<file path="config.mk">
export PLATFORM = sky130hd
export DESIGN_NAME = msi_evq_writer
export DESIGN_NICKNAME = d
export VERILOG_FILES = /design/src/rtl/msi_evq_pkg.sv /design/src/rtl/msi_evq_map.sv /design/src/rtl/msi_evq_qstate.sv /design/src/rtl/msi_evq_wr.sv /design/src/rtl/msi_evq_writer.sv
export SDC_FILE = /design/constraint.sdc
export NUM_CORES = 1
export LEC_CHECK = 0
export BUFFER_PORTS_ARGS = -buffer_cell sky130_fd_sc_hd__buf_2
export CORE_ASPECT_RATIO = 0.7
export CORE_MARGIN = 2
export CORE_UTILIZATION = 35
export CTS_CLUSTER_DIAMETER = 200
export DETAILED_ROUTE_END_ITERATION = 8
export MAX_ROUTING_LAYER = met4
export PLACE_DENSITY = 0.51
export SLEW_MARGIN = 15
export SYNTH_ARGS = -nofsm -noshare
export SYNTH_HDL_FRONTEND = slang
export SYNTH_SLANG_ARGS = --single-unit
</file>
<file path="constraint.sdc">
create_clock -name clk -period 7.24 [get_ports clk]
set_input_delay 0.362 -clock clk [delete_from_list [all_inputs] [get_ports clk]]
set_output_delay 0.362 -clock clk [all_outputs]
set_load 0.03 [all_outputs]
</file>
<file path="src/rtl/msi_evq_pkg.sv">
package msi_evq_pkg;

    localparam int ENTRY_W   = 32;
    localparam int PAYLOAD_W = 16;

    // register port selector encoding
    typedef enum logic [1:0] {
        RSEL_HEAD = 2'd0,
        RSEL_BASE = 2'd1,
        RSEL_MAP  = 2'd2,
        RSEL_NONE = 2'd3
    } rsel_e;

    typedef enum logic {
        WS_IDLE = 1'b0,
        WS_BUSY = 1'b1
    } wstate_e;

endpackage

</file>
<file path="src/rtl/msi_evq_map.sv">
module msi_evq_map #(
    parameter int NUM_VEC = 64,
    parameter int NUM_Q   = 4,
    localparam int VW = $clog2(NUM_VEC),
    localparam int QW = (NUM_Q > 1) ? $clog2(NUM_Q) : 1
) (
    input  logic          clk,
    input  logic          rst_n,
    input  logic          wr_en,
    input  logic [VW-1:0] wr_vec,
    input  logic [QW-1:0] wr_q,
    input  logic [VW-1:0] rd_vec,
    output logic [QW-1:0] rd_q
);

    typedef struct packed {
        logic [NUM_VEC-1:0][QW-1:0] tbl;
    } map_st_t;

    map_st_t st_d, st_q;

    always_comb begin
        st_d = st_q;
        if (wr_en) begin
            st_d.tbl[wr_vec] = wr_q;
        end
    end

    always_ff @(posedge clk or negedge rst_n) begin
        if (!rst_n) begin
            for (int v = 0; v < NUM_VEC; v++) begin
                st_q.tbl[v] <= QW'(v % NUM_Q);
            end
        end else begin
            st_q <= st_d;
        end
    end

    assign rd_q = st_q.tbl[rd_vec];

endmodule

</file>
<file path="src/rtl/msi_evq_qstate.sv">
module msi_evq_qstate
    import msi_evq_pkg::*;
#(
    parameter int NUM_Q       = 4,
    parameter int QUEUE_DEPTH = 64,
    parameter int ADDR_W      = 32,
    localparam int QW = (NUM_Q > 1) ? $clog2(NUM_Q) : 1,
    localparam int PW = $clog2(QUEUE_DEPTH)
) (
    input  logic                        clk,
    input  logic                        rst_n,
    input  logic                        reg_we,
    input  logic [1:0]                  reg_sel,
    input  logic [QW-1:0]               reg_idx,
    input  logic [ADDR_W-1:0]           reg_wdata,
    input  logic                        adv_en,
    input  logic [QW-1:0]               adv_q,
    output logic [NUM_Q-1:0][PW-1:0]    tail_o,
    output logic [NUM_Q-1:0][ADDR_W-1:0] base_o,
    output logic [NUM_Q-1:0]            full_o,
    output logic [NUM_Q-1:0]            irq_o
);

    typedef struct packed {
        logic [NUM_Q-1:0][PW-1:0]     tail;
        logic [NUM_Q-1:0][PW-1:0]     head;
        logic [NUM_Q-1:0][ADDR_W-1:0] base;
    } q_st_t;

    q_st_t st_d, st_q;

    always_comb begin
        st_d = st_q;
        // tail: owned by the block, power-of-two depth wraps naturally
        if (adv_en && (int'(adv_q) < NUM_Q)) begin
            st_d.tail[adv_q] = st_q.tail[adv_q] + PW'(1);
        end
        if (reg_we && (int'(reg_idx) < NUM_Q)) begin
            case (rsel_e'(reg_sel))
                RSEL_HEAD: st_d.head[reg_idx] = reg_wdata[PW-1:0];
                RSEL_BASE: st_d.base[reg_idx] = reg_wdata;
                default:   ;
            endcase
        end
    end

    always_ff @(posedge clk or negedge rst_n) begin
        if (!rst_n) begin
            st_q <= '0;
        end else begin
            st_q <= st_d;
        end
    end

    for (genvar g = 0; g < NUM_Q; g++) begin : g_queue
        logic [PW-1:0] tail_nxt;
        assign tail_nxt  = st_q.tail[g] + PW'(1);
        assign full_o[g] = (tail_nxt == st_q.head[g]);
        assign irq_o[g]  = (st_q.head[g] != st_q.tail[g]);
    end

    assign tail_o = st_q.tail;
    assign base_o = st_q.base;

endmodule

</file>
<file path="src/rtl/msi_evq_wr.sv">
module msi_evq_wr
    import msi_evq_pkg::*;
#(
    parameter int ADDR_W = 32,
    parameter int PW     = 6,
    parameter int QW     = 2
) (
    input  logic                 clk,
    input  logic                 rst_n,
    input  logic                 msi_valid,
    input  logic [PAYLOAD_W-1:0] msi_data,
    input  logic [QW-1:0]        tgt_q,
    input  logic                 tgt_full,
    input  logic [ADDR_W-1:0]    tgt_base,
    input  logic [PW-1:0]        tgt_tail,
    input  logic                 mem_ack,
    output logic                 msi_ready,
    output logic                 mem_req,
    output logic [ADDR_W-1:0]    mem_addr,
    output logic [ENTRY_W-1:0]   mem_wdata,
    output logic                 adv_en,
    output logic [QW-1:0]        adv_q
);

    typedef struct packed {
        wstate_e             state;
        logic [QW-1:0]       q;
        logic [ADDR_W-1:0]   addr;
        logic [ENTRY_W-1:0]  data;
    } wr_st_t;

    wr_st_t st_d, st_q;
    logic   ready_c;

    always_comb begin
        st_d    = st_q;
        ready_c = (st_q.state == WS_IDLE) && !tgt_full;
        adv_en  = 1'b0;
        case (st_q.state)
            WS_IDLE: begin
                if (msi_valid && ready_c) begin
                    st_d.state = WS_BUSY;
                    st_d.q     = tgt_q;
                    st_d.addr  = tgt_base + ADDR_W'({tgt_tail, 2'b00});
                    st_d.data  = {{(ENTRY_W-PAYLOAD_W){1'b0}}, msi_data};
                end
            end
            WS_BUSY: begin
                if (mem_ack) begin
                    st_d.state = WS_IDLE;
                    adv_en     = 1'b1;
                end
            end
            default: st_d.state = WS_IDLE;
        endcase
    end

    always_ff @(posedge clk or negedge rst_n) begin
        if (!rst_n) begin
            st_q <= '0;
        end else begin
            st_q <= st_d;
        end
    end

    assign msi_ready = ready_c;
    assign mem_req   = (st_q.state == WS_BUSY);
    assign mem_addr  = st_q.addr;
    assign mem_wdata = st_q.data;
    assign adv_q     = st_q.q;

endmodule

</file>
<file path="src/rtl/msi_evq_writer.sv">
module msi_evq_writer
    import msi_evq_pkg::*;
#(
    parameter int NUM_Q       = 4,
    parameter int QUEUE_DEPTH = 64,
    parameter int NUM_VEC     = 64,
    parameter int ADDR_W      = 32,
    localparam int QW    = (NUM_Q > 1) ? $clog2(NUM_Q) : 1,
    localparam int PW    = $clog2(QUEUE_DEPTH),
    localparam int VW    = $clog2(NUM_VEC),
    localparam int IDX_W = (VW > QW) ? VW : QW
) (
    input  logic                 clk,
    input  logic                 rst_n,
    input  logic                 msi_valid,
    output logic                 msi_ready,
    input  logic [VW-1:0]        msi_vec,
    input  logic [PAYLOAD_W-1:0] msi_data,
    input  logic                 reg_we,
    input  logic [1:0]           reg_sel,
    input  logic [IDX_W-1:0]     reg_idx,
    input  logic [ADDR_W-1:0]    reg_wdata,
    output logic                 mem_req,
    output logic [ADDR_W-1:0]    mem_addr,
    output logic [ENTRY_W-1:0]   mem_wdata,
    input  logic                 mem_ack,
    output logic [NUM_Q-1:0]     irq
);

    logic [QW-1:0]                tgt_q;
    logic [NUM_Q-1:0][PW-1:0]     tails;
    logic [NUM_Q-1:0][ADDR_W-1:0] bases;
    logic [NUM_Q-1:0]             fulls;
    logic                         adv_en;
    logic [QW-1:0]                adv_q;
    logic                         map_we;

    assign map_we = reg_we && (reg_sel == RSEL_MAP);

    msi_evq_map #(
        .NUM_VEC (NUM_VEC),
        .NUM_Q   (NUM_Q)
    ) map_i (
        .clk    (clk),
        .rst_n  (rst_n),
        .wr_en  (map_we),
        .wr_vec (reg_idx[VW-1:0]),
        .wr_q   (reg_wdata[QW-1:0]),
        .rd_vec (msi_vec),
        .rd_q   (tgt_q)
    );

    msi_evq_qstate #(
        .NUM_Q       (NUM_Q),
        .QUEUE_DEPTH (QUEUE_DEPTH),
        .ADDR_W      (ADDR_W)
    ) qstate_i (
        .clk       (clk),
        .rst_n     (rst_n),
        .reg_we    (reg_we),
        .reg_sel   (reg_sel),
        .reg_idx   (reg_idx[QW-1:0]),
        .reg_wdata (reg_wdata),
        .adv_en    (adv_en),
        .adv_q     (adv_q),
        .tail_o    (tails),
        .base_o    (bases),
        .full_o    (fulls),
        .irq_o     (irq)
    );

    msi_evq_wr #(
        .ADDR_W (ADDR_W),
        .PW     (PW),
        .QW     (QW)
    ) wr_i (
        .clk       (clk),
        .rst_n     (rst_n),
        .msi_valid (msi_valid),
        .msi_data  (msi_data),
        .tgt_q     (tgt_q),
        .tgt_full  (fulls[tgt_q]),
        .tgt_base  (bases[tgt_q]),
        .tgt_tail  (tails[tgt_q]),
        .mem_ack   (mem_ack),
        .msi_ready (msi_ready),
        .mem_req   (mem_req),
        .mem_addr  (mem_addr),
        .mem_wdata (mem_wdata),
        .adv_en    (adv_en),
        .adv_q     (adv_q)
    );

endmodule

</file>
==> flow_summary_export.csv <==
group,metric,value,unit
sta,slew_violations,0,
floorplan,placementRows,70,
global_route,grt-ovfl-total,0,
layout,final_nets,1769,
sta,hold_ws,33.0,ps
pwr,p_sw_share,35.2,%
floorplan,chipWidth,279,um
layout,drive_gt1_share,37.9,%
synth,ys_ff_latch,355,
clock_network,clock_sinks,355,
clock_network,root_buffer,"clkbuf_16",
floorplan,die_h,197,um
sta,finalCritPeriodShare,80.3,%
clock_network,cts_buffers,40,
clock_network,clock_latency,560,ps
sta,setup_viol,0,
synth,yosysTopAreaCellShare,39.3,%
synth,yosysSeqAreaShare,48.3,%
global_route,use_met2,28.0,%
synth,netlist_area,18500,sq um
routing,vias_per_cell,5.28,
routing,drc,0,
placed_design,port_buffers,120,
global_route,grt_pass1_wl,77700,um
sta,fin_setup_tns,0,ps
layout,area_growth_syn_to_layout,13.1,%
setup_path,cp.required,7690,ps
sta,worstMarginPinSlew,1120,ps
pwr,peakVddDrop,0.000149,V
global_route,grt_use_met3,3.27,%
placed_design,numPlacedInstances,2328,
global_route,use_met1,26.6,%
layout,instances_no_fill,2405,
sta,hold_viol_final,0,
setup_path,worst_path_max_delay_cell,"a2111oi_0",
clock_network,cts_tree,"built",
layout,nFillCells,5054,
sta,post-route-min-period,5810,ps
min_path,min_path_type,"primary input to register",
job,maxCapViolations,0,
synth,synthArstFlopShare,100,%
routing,drt_iter0_markers,710,
setup_path,start_kind,"register",
pwr,intPower,4.44,mW
synth,syn_area_per_cell,11.6,sq um
global_route,grt_pass1_vias,12772,
floorplan,io_pins,137,
setup_path,path_max_fanout,34,
setup_path,arrival,6260,ps
global_route,grt_usage,18.7,%
sta,skew,25.7,ps
sta,slew_headroom,25.3,%
clock_network,clk_pin_slew,60,ps
routing,num_vias,12709,
setup_path,path_cells,"mux4_2 -> nor2b_1 -> a2111oi_0 -> or4_1 -> nand2_4 -> inv_1 -> buf_4 -> nand2_1 -> nand2_1 -> nor2_1 -> a31oi_1 -> ha_1 -> inv_1 -> o21bai_1 -> a21oi_1 -> and2b_1 -> o21a_1 -> nor4b_4 -> nand3_2 -> xor2_1 -> mux2_2",
global_route,grt_max_degree,154,
layout,multiInputGateArea,9010,sq um
setup_path,endpoint_kind,"register",
routing,first_pass_iters,5,
clock_network,clockBufferDepth,3,
synth,synth_top_area_cell,"dfrtp_1",
clock_network,htree_levels,2,
floorplan,start_util,35.5,%
synth,synth_cell_types,82,
pwr,seq_power_share,41.5,%
synth,ys_warn_count,0,
sta,max_freq,172,MHz
global_route,grt_antenna_before_repair,3,
pwr,p_per_area,326,nW/um^2
global_route,grt-busiest-layer,"met2",
outcome,outcome,"complete, no violations",
setup_path,cp_slowest_stage_delay,770,ps
routing,wirelength,49500,um
synth,synth_edf_count,0,
placed_design,dp.final_hpwl,32800,um
synth,synth_area_leaders,"dfrtp_1, mux2_2, dfstp_2, nand2_1, mux2i_1",
routing,drtAntennaViolNets,0,
pwr,p_switching,2.41,mW
synth,ys.flop_type,"dfrtp_1",
floorplan,dieArea,54900,sq um
sta,rsz0062_at_grt,"no",
layout,regArea,8960,sq um
routing,wl_per_cell,20.6,um
pwr,clkPwrFrac,29.4,%
synth,synthCells,1602,
placed_design,gp_congestion,0.831,
pwr,leakage,9.15,nW
setup_path,crit_type,"register to register",
floorplan,core-area,52300,sq um
pwr,comb_power_share,29.1,%
==> cell usage in the layout (no fill, tap or decap), types with 5 or more instances in the layout <==
master,count
ha_1,11
nor4_1,8
a21oi_1,31
o21ai_1,8
nand3b_1,8
clkbuf_16,41
nand3_1,54
a21o_1,8
inv_1,6
mux2i_1,68
a221oi_1,8
a22oi_1,12
mux2_2,329
mux4_1,5
clkbuf_1,7
nor2b_1,5
nor2_1,74
buf_4,22
dfstp_2,64
clkbuf_8,9
and2_1,10
nand2b_1,8
a31oi_1,16
nor3b_1,6
buf_2,119
and3_1,6
dfrtp_1,291
mux4_2,14
xor2_1,32
o21ai_0,64
conb_1,16
o211ai_1,6
nor3_1,15
nand2_1,199
xnor2_1,30
clkinv_2,10
nand4_1,7
==> flip-flops by register name, summed over array words and instances (netlist names) <==
signal and cells:
wr_i.mem_req 1, qstate_i.base_o 128, qstate_i.tail_o 24, wr_i.mem_wdata 16, map_i.st_q 128, wr_i.mem_addr 32, qstate_i.st_q 24, wr_i.adv_q 2
==> cell type report <==
class | count | area share (%)
clock buffer | 57 | 5.60
inverter | 6 | 0.107
sequential | 355 | 42.7
timing repair buffer | 147 | 3.98
multi-input combinational | 1140 | 42.9
clock inverter | 14 | 0.543
antenna | 2 | 0.0238
tap | 684 | 4.08
==> worst paths after layout <==
path / to / startpoint / slack (ps) / cells past startpoint
worst max-delay path: wr_i.mem_addr[25] / map_i.st_q[64] / 1430 / 21
worst min-delay path: wr_i.mem_wdata[4] / msi_data[4] / 30 / 2
worst max register to register: wr_i.mem_addr[25] / map_i.st_q[64] / 1430 / 21
worst min register to register: wr_i.mem_addr[6] / wr_i.mem_addr[6] / 480 / 2
max in group asynchronous: wr_i.adv_q[1] / rst_n / 5440 / 3
min in group asynchronous: map_i.st_q[9] / rst_n / 380 / 2
==> power groups by stage <==
stage | Sequential (mW) | Clock, mW | Combinational, mW
3_5_place_dp | 2.87 | 0 | 2.00
4_1_cts | 2.84 | 2.08 | 2.01
3_3_place_gp | 2.86 | 0 | 1.97
5_1_grt | 2.91 | 2.15 | 2.19
6_report | 2.84 | 2.01 | 1.99
2_1_floorplan | 2.94 | 0 | 1.30
==> kinds of logic after synthesis <==
logic type / Yosys count / share of synthesized area [%]
AO/OA/AOI/OAI: 191 / 6.64
XOR/XNOR: 62 / 2.93
adder cells (fa/ha/maj): 12 / 0.850
buffers and inverters: 122 / 3.67
flip-flops: 355 / 48.3
multiplexers: 418 / 26.2
other: 1 / 0.0202
AND/OR/NAND/NOR: 441 / 11.4
==> metrics by stage <==
| step | worst slack (ps) | utilization, % | power, mW | cell area [sq um] |
|---|---|---|---|---|
| after global routing | 968 | 40.1 | 7.25 | 21000 |
| after detailed placement | 891 | 37.6 | 4.88 | 19700 |
| after CTS | 1390 | 40.1 | 6.93 | 21000 |
| after global placement | 945 | 37.6 | 4.83 | 19700 |
| final | 1430 | 40.1 | 6.85 | 21000 |
| after floorplan | 1950 | - | 4.24 | 18600 |
==> routing by layer <==
layer / vias to the layer above / routed length (um)
li1: 5873 / -
met1: 6534 / 24300
met2: 248 / 22200
met3: 54 / 2330
met4: 0 / 654
met5: - / 0
==> worst max-delay path: cells and delay by family, from the launching register on <==
family	cells	cell delay (ps)
simple gates	9	1690
compound gates	5	1450
buf+inv	3	1110
mux	2	720
flops	1	390
xor+xnor	1	170
fa+ha+maj	1	140
==> cells in the mapped netlist, types with 27 or more instances <==
| master | n |
|---|---|
| mux2_2 | 329 |
| dfrtp_1 | 291 |
| nand2_1 | 201 |
| nor2_1 | 75 |
| mux2i_1 | 68 |
| dfstp_2 | 64 |
| o21ai_0 | 64 |
| clkbuf_1 | 56 |
| nand3_1 | 54 |
| xor2_1 | 32 |
| a21oi_1 | 31 |
| xnor2_1 | 30 |
| buf_4 | 27 |
==> timing repair <==
| item | 4_1_cts | 5_1_grt |
|---|---|---|
| hold buffers | 4 | 0 |
| resized for setup | 0 | 0 |
| endpoints found under the hold margin | 51 | 0 |
| setup buffers | 0 | 0 |
Power figures use the tool's default switching activity.
